## config.mk

```make
export PLATFORM = sky130hd
export DESIGN_NAME = daycount_rtc
export DESIGN_NICKNAME = d
export VERILOG_FILES = /design/src/rtl/daycount_rtc.sv
export SDC_FILE = /design/constraint.sdc
export NUM_CORES = 1
export LEC_CHECK = 0
export BUFFER_PORTS_ARGS = -buffer_cell sky130_fd_sc_hd__buf_2
export CORE_MARGIN = 10
export CORE_UTILIZATION = 64
export CTS_BUF_LIST = sky130_fd_sc_hd__clkbuf_4
export DETAILED_ROUTE_END_ITERATION = 8
export PLACE_DENSITY = 0.86
export SKIP_LAST_GASP = 1
export SLEW_MARGIN = 20
export SYNTH_ARGS = -nofsm -noshare
export SYNTH_HDL_FRONTEND = slang
export SYNTH_SLANG_ARGS = --single-unit
```

## constraint.sdc

```tcl
create_clock -name clk -period 6.9 [get_ports clk]
set_clock_uncertainty 0.05 [all_clocks]
set_input_delay 1.725 -clock clk [delete_from_list [all_inputs] [get_ports clk]]
set_output_delay 1.725 -clock clk [all_outputs]
set_load 0.05 [all_outputs]
```

## src/rtl/daycount_rtc.sv

```systemverilog
module daycount_rtc #(
  parameter int DAY_W  = 16,
  parameter int ADDR_W = 6
) (
  input  logic              clk,
  input  logic              rst_n,
  input  logic              tick,
  input  logic              bus_sel,
  input  logic              bus_wr,
  input  logic [ADDR_W-1:0] bus_addr,
  input  logic [31:0]       bus_wdata,
  output logic [31:0]       bus_rdata,
  output logic              irq_alarm,
  output logic              irq_sec,
  output logic              irq_min,
  output logic              irq_hour
);

  localparam int IDX_W = ADDR_W - 2;
  localparam logic [IDX_W-1:0] A_SEC  = IDX_W'(0);
  localparam logic [IDX_W-1:0] A_MIN  = IDX_W'(1);
  localparam logic [IDX_W-1:0] A_HOUR = IDX_W'(2);
  localparam logic [IDX_W-1:0] A_DAY  = IDX_W'(3);
  localparam logic [IDX_W-1:0] A_ASEC = IDX_W'(4);
  localparam logic [IDX_W-1:0] A_AMIN = IDX_W'(5);
  localparam logic [IDX_W-1:0] A_AHR  = IDX_W'(6);
  localparam logic [IDX_W-1:0] A_CTRL = IDX_W'(7);
  localparam logic [IDX_W-1:0] A_PSEC = IDX_W'(8);
  localparam logic [IDX_W-1:0] A_PMIN = IDX_W'(9);
  localparam logic [IDX_W-1:0] A_PHR  = IDX_W'(10);
  localparam logic [IDX_W-1:0] A_PDAY = IDX_W'(11);
  localparam logic [IDX_W-1:0] A_STAT = IDX_W'(12);

  logic [5:0]       sec_q, min_q, pre_sec, pre_min, al_sec, al_min;
  logic [4:0]       hour_q, pre_hour, al_hour;
  logic [DAY_W-1:0] day_q, pre_day;
  logic             run_q;
  logic [3:0]       ien_q, status_q, ev;

  wire [IDX_W-1:0] idx = bus_addr[ADDR_W-1:2];
  wire aligned  = (bus_addr[1:0] == 2'b00);
  wire wr       = bus_sel & bus_wr & aligned;
  wire wr_ctrl  = wr & (idx == A_CTRL);
  wire wr_stat  = wr & (idx == A_STAT);
  wire load_now = wr_ctrl & bus_wdata[1];
  wire adv      = run_q & tick & ~load_now;

  wire sec_roll  = (sec_q >= 6'd59);
  wire min_roll  = sec_roll & (min_q >= 6'd59);
  wire hour_roll = min_roll & (hour_q >= 5'd23);

  wire [5:0]       sec_n  = sec_roll ? 6'd0 : sec_q + 6'd1;
  wire [5:0]       min_n  = min_roll ? 6'd0 : (sec_roll ? min_q + 6'd1 : min_q);
  wire [4:0]       hour_n = hour_roll ? 5'd0 : (min_roll ? hour_q + 5'd1 : hour_q);
  wire [DAY_W-1:0] day_n  = hour_roll ? day_q + DAY_W'(1) : day_q;

  wire alarm_hit = adv & ({hour_n, min_n, sec_n} == {al_hour, al_min, al_sec});

  assign ev = {adv & min_roll, adv & sec_roll, adv, alarm_hit};

  wire unused_wdata = ^bus_wdata[31:DAY_W];

  always_ff @(posedge clk or negedge rst_n) begin
    if (!rst_n) begin
      sec_q  <= '0;
      min_q  <= '0;
      hour_q <= '0;
      day_q  <= '0;
    end else if (load_now) begin
      sec_q  <= pre_sec;
      min_q  <= pre_min;
      hour_q <= pre_hour;
      day_q  <= pre_day;
    end else if (adv) begin
      sec_q  <= sec_n;
      min_q  <= min_n;
      hour_q <= hour_n;
      day_q  <= day_n;
    end
  end

  always_ff @(posedge clk or negedge rst_n) begin
    if (!rst_n) begin
      pre_sec  <= '0;
      pre_min  <= '0;
      pre_hour <= '0;
      pre_day  <= '0;
      al_sec   <= '0;
      al_min   <= '0;
      al_hour  <= '0;
      run_q    <= 1'b0;
      ien_q    <= '0;
    end else if (wr) begin
      case (idx)
        A_PSEC: pre_sec  <= bus_wdata[5:0];
        A_PMIN: pre_min  <= bus_wdata[5:0];
        A_PHR:  pre_hour <= bus_wdata[4:0];
        A_PDAY: pre_day  <= bus_wdata[DAY_W-1:0];
        A_ASEC: al_sec   <= bus_wdata[5:0];
        A_AMIN: al_min   <= bus_wdata[5:0];
        A_AHR:  al_hour  <= bus_wdata[4:0];
        A_CTRL: begin
          run_q <= bus_wdata[0];
          ien_q <= bus_wdata[5:2];
        end
        default: ;
      endcase
    end
  end

  always_ff @(posedge clk or negedge rst_n) begin
    if (!rst_n) begin
      status_q <= '0;
      {irq_hour, irq_min, irq_sec, irq_alarm} <= '0;
    end else begin
      status_q <= (status_q & ~(wr_stat ? bus_wdata[3:0] : 4'b0)) | ev;
      {irq_hour, irq_min, irq_sec, irq_alarm} <= ev & ien_q;
    end
  end

  always_comb begin
    bus_rdata = '0;
    if (aligned) begin
      case (idx)
        A_SEC:  bus_rdata = 32'(sec_q);
        A_MIN:  bus_rdata = 32'(min_q);
        A_HOUR: bus_rdata = 32'(hour_q);
        A_DAY:  bus_rdata = 32'(day_q);
        A_ASEC: bus_rdata = 32'(al_sec);
        A_AMIN: bus_rdata = 32'(al_min);
        A_AHR:  bus_rdata = 32'(al_hour);
        A_CTRL: bus_rdata = 32'({ien_q, 1'b0, run_q});
        A_STAT: bus_rdata = 32'(status_q);
        default: bus_rdata = '0;
      endcase
    end
  end

endmodule

```

### After elaboration in Yosys (flattened, before gate mapping)

Index checks and enable logic that the tools add are counted.

| word-level totals | value |
|---|---|
| flip-flop bits (word level) | 96 |

| operators by class | value |
|---|---|
| muxes and demuxes | 17 |
| $lt $le $gt $ge | 3 |
| equal/unequal tests | 13 |
| reductions and logical operators | 13 |
| add/subtract/negate cells | 4 |
| bitwise operators | 17 |

Operators by type and width:

| cell | count |
|---|---|
| 16-bit case mux with 9 select lines | 1 |
| 16-bit 2-to-1 mux | 4 |
| 6-bit 2-to-1 mux | 7 |
| 4-bit == test, second input constant | 5 |
| 5-bit 2-to-1 mux | 4 |
| 2-bit AND reduction | 9 |
| 17-bit == test | 1 |
| 16-bit by 1-bit adder with 16-bit output, second input constant | 1 |
| 4-bit by 3-bit == test with 1-bit output, second input constant | 4 |
| 6-bit by 1-bit adder with 6-bit output, second input constant | 2 |
| 1-bit AND | 12 |
| 6-bit greater-or-equal comparator, second input constant | 2 |
| 4-bit AND | 2 |
| 4-bit by 2-bit == test with 1-bit output, second input constant | 2 |
| 5-bit by 1-bit adder with 5-bit output, second input constant | 1 |
| 5-bit greater-or-equal comparator, second input constant | 1 |
| 4-bit by 1-bit == test with 1-bit output, second input constant | 1 |
| 4-bit logical NOT | 1 |
| 4-bit 2-to-1 mux | 1 |
| 4-bit inverter | 1 |
| 4-bit bitwise OR | 1 |
| 2-bit nonzero test | 2 |
| 2-bit logical NOT | 1 |
| 1-bit inverter | 1 |

### Logic depth before layout (Yosys ltp)

| logic depth | value |
|---|---|
| word-level depth | 8 |
| depth in mapped cells | 10 |
| depth with buffers taken out | 8 |

### Worst setup path after synthesis

No wires, ideal clock.

| path | value |
|---|---|
| path kind | input to output |
| from | in bus_addr[3] |
| to | out bus_rdata[0] |
| required time | 5.125 ns |
| path buffers | 2 |
| cell stages on the path | 6 |
| arrival time | 3.695 ns |
| setup slack | 1.430 ns |
| cells stage by stage | clkbuf_1 > buf_1 > nand2_1 > a21oi_1 > a41oi_1 > nor3_1 |

| between the ends | value |
|---|---|
| word-level cells in the longest chain between the ends | 3 |
| elaborated cells between the ends (all ways) | 11 |

RTL lines:

| element | line | text |
|---|---|---|
| from (decl) | 10 | `input logic [ADDR_W-1:0] bus_addr,` |
| 4-bit == test, or another cell as far along | 124 | `case (idx)` |
| 16-bit case mux with 9 select lines * | 124 |  |
| 16-bit 2-to-1 mux * | 123 | `if (aligned) begin` |
| to (decl) | 12 | `output logic [31:0] bus_rdata,` |

Mark *: on every way between the ends. The rest lies on a longest branch, timed or not.

### Worst setup path in the final report

| path | value |
|---|---|
| from | in bus_addr[5] |
| to | out bus_rdata[6] |

The elaborated chain is that of the path after synthesis.

==> flow_summary.json <==
{
  "fin_crit_sh_pct": 80.5,
  "vias": 4365,
  "synth-compound-area-share_pct": 13.1,
  "fillers": 653,
  "setup.worst_path.start": "bus_addr[5]",
  "clockBufferDepth": 2,
  "hold_path_depth": 1,
  "finalSetupTns_ns": 0,
  "cts.sinks": 96,
  "ys_types": 61,
  "die_w_microns": 113,
  "grt_max_degree": 50,
  "cts_root_buf": "clkbuf_4",
  "rows": 33,
  "cts_tree": "built",
  "netlist_instances": 559,
  "end_kind": "output port",
  "core_area_sq_mm": 0.00834,
  "cts_resized": 0,
  "synth_edf_count": 0,
  "critPathMaxFanout": 11,
  "syn2layout_area_growth_pct": 5.54,
  "async_flop_share_pct": 100,
  "rr_worst_depth": 8,
  "io_buffers": 46,
  "r2r_setup_slack_ns": 3.79,
  "r2r-end": "day_q[15]",
  "critPathSlowestCell": "nor3_1",
  "finalMaxSlewViolations": 0,
  "tightestPinTransition_ns": 1.09,
  "yosys.area_share.adder_pct": 1.08,
  "drt_iter0_markers": 402,
  "power.density_mw_per_mm2": 220,
  "syn_area_per_cell_sq_um": 9.98,
  "synth_mux_area_share_pct": 15.2,
  "overflow": 0,
  "grt_pass1_vias": 4287,
  "grt_pass1_wl_microns": 22200,
  "whs_endpoint": "hour_q[4]",
  "cp.arrival_ns": 3.78,
  "min-delay-start": "pre_hour[4]",
  "cap_violations": 0,
  "cp_common_cell": "buf_2",
  "synth_ff_type": "dfrtp_1",
  "crit_type": "in -> out",
  "h-tree-depth": 3,
  "synth_area_sq_mm": 0.00558,
  "regToRegStartpoint": "min_q[1]",
  "die-area_sq_mm": 0.0128,
  "first_pass_iters": 6,
  "synth_top_area_share_pct": 43.1,
  "finalNonFillerCells": 692,
  "slew_headroom_pct": 27.0,
  "yosys.area_share.simple_pct": 16.3,
  "ant_nets": 0,
  "synth-xor-area-share_pct": 5.18,
  "dieHeight_microns": 113,
  "clock_latency_ns": 0.43,
  "post_cts_hold_buffer_count": 0,
  "ys_seq_area_share_pct": 43.1,
  "required_ns": 5.12,
  "ir_drop_mv": 0.131,
  "placed_cells": 677,
  "gp_congestion": 0.996,
  "period_needed_ns": 5.55,
  "synthTopCellsByArea": "dfrtp_1 (43%), mux2_2 (12%), a21oi_1 (4.4%)",
  "hp-class": "reg -> reg",
  "cp-start-kind": "primary input",
  "wl_per_cell_microns": 20.0,
  "rsz0062_at_grt": "false",
  "yosysMostFrequentCell": "dfrtp_1",
  "track_usage_pct": 21.4,
  "fin_nets": 630,
  "cts.reportedPaths.clkPinSlew_ns": 0.14,
  "status": "finished clean",
  "initial_utilization_pct": 66.9,
  "hold_violations": 0,
  "synth.largest_area_cell": "dfrtp_1",
  "max_freq_mhz": 180,
  "post_cts_buffers": 0,
  "ys_top_cells_by_count": "dfrtp_1 (96), mux2_2 (59), nor2_1 (52)",
  "viasPerCell": 6.31,
  "p_leak_nw": 2.77,
  "synth_top_family_by_area": "simple AND/OR/NAND/NOR gates",
  "drive_above_1_share_pct": 24.2,
  "finalSetupViolCount": 0,
  "place_hpwl_microns": 10000,
  "route.detailed.drc": 0,
  "wl_microns": 13800,
  "ys_seq_elements": 96,
  "diodes": 0,
  "yosysWarnings": 0,
  "crit_chain": "buf_2, or3_1, nor3_1, and2_1, buf_2",
  "ioPinCount": 79,
  "antenna_found_initial": 0,
  "cts_inserted_buffers": 9,
  "cpPeakStageDelay_ns": 0.87
}
per-layer routing:
metal | global-route usage (%) | wire length [microns]
met3 | 5.39 | 1270
met1 | 28.3 | 5880
met5 | 0 | 0
met2 | 34.2 | 6440
met4 | 5.75 | 243
registers in the layout (all words and copies together) (netlist names):
name / flops
ien_q: 4
irq_sec: 1
min_q: 6
status_q: 4
pre_min: 6
hour_q: 5
al_min: 6
irq_min: 1
al_sec: 6
irq_alarm: 1
pre_hour: 5
pre_day: 16
run_q: 1
day_q: 16
sec_q: 6
al_hour: 5
irq_hour: 1
pre_sec: 6
per-stage QoR:
step           cell area (sq um)  total power, mW  hold WS [ns]  util (%)  worst slack, ns
2_1_floorplan               5630            0.866         0.395         -             1.43
3_3_place_gp                5700            0.914         0.414      68.3             1.44
3_5_place_dp                5700            0.925         0.424      68.3             1.37
4_1_cts                     5890             1.30         0.456      70.6             1.35
5_1_grt                     5890             1.36         0.484      70.6             1.23
6_report                    5890             1.30         0.453      70.6             1.35
worst max-delay path by stage:
stage | to | slack, ns | depth (start not counted)
2_1_floorplan | bus_rdata[0] | 1.43 | 6
3_3_place_gp | bus_rdata[15] | 1.44 | 5
3_5_place_dp | bus_rdata[6] | 1.37 | 5
4_1_cts | bus_rdata[6] | 1.35 | 5
5_1_grt | bus_rdata[6] | 1.23 | 5
6_report | bus_rdata[6] | 1.35 | 5
layout make-up:
type	instances	area [sq um]	share of cell area [%]
Multi-Input combinational cell	423	2900	49.2
Tap cell	105	131	2.23
Clock buffer	9	67.6	1.15
Inverter	4	15.0	0.255
Clock inverter	6	118	2.00
Timing Repair Buffer	49	255	4.34
Sequential cell	96	2400	40.8
power breakdown:
group | total, mW | switching [mW] | internal [mW]
clock | 0.377 | 0.192 | 0.185
sequential | 0.681 | 0.0673 | 0.614
combinational | 0.238 | 0.131 | 0.107
total | 1.30 | 0.391 | 0.905
worst max-delay path, delay by kind of cell:
kind / cells / cell delay (ns)
and+or+nand+nor: 3 / 1.62
buffers and inverters: 2 / 0.43
cells in the final DEF, fill, tap and decap left out, types with 3 or more instances in the layout:
master and n:
a21oi_1 49, a31oi_1 5, and2_1 15, and3_1 10, and3_2 3, buf_2 45
buf_4 4, bufinv_16 3, clkbuf_4 9, conb_1 16, dfrtp_1 96, ha_1 4
inv_1 4, mux2_2 59, mux2i_1 5, mux4_2 6, nand2_1 48, nand3_1 14
nand3b_1 4, nand4_1 6, nor2_1 52, nor2b_1 7, nor3_1 11, o211ai_1 5
o21a_1 7, o21ai_0 21, o22ai_1 3, o311ai_0 3, xnor2_1 19, xor2_1 14
cells by family (layout without fill, tap and decap cells):
group	count (synthesis)	count (layout)
mux	70	70
xor+xnor	33	33
flops	96	96
fa+ha+maj	5	5
compound gates	115	115
simple gates	184	184
buf+inv	55	68
other cells	1	16
Power figures use the tool's default switching activity.
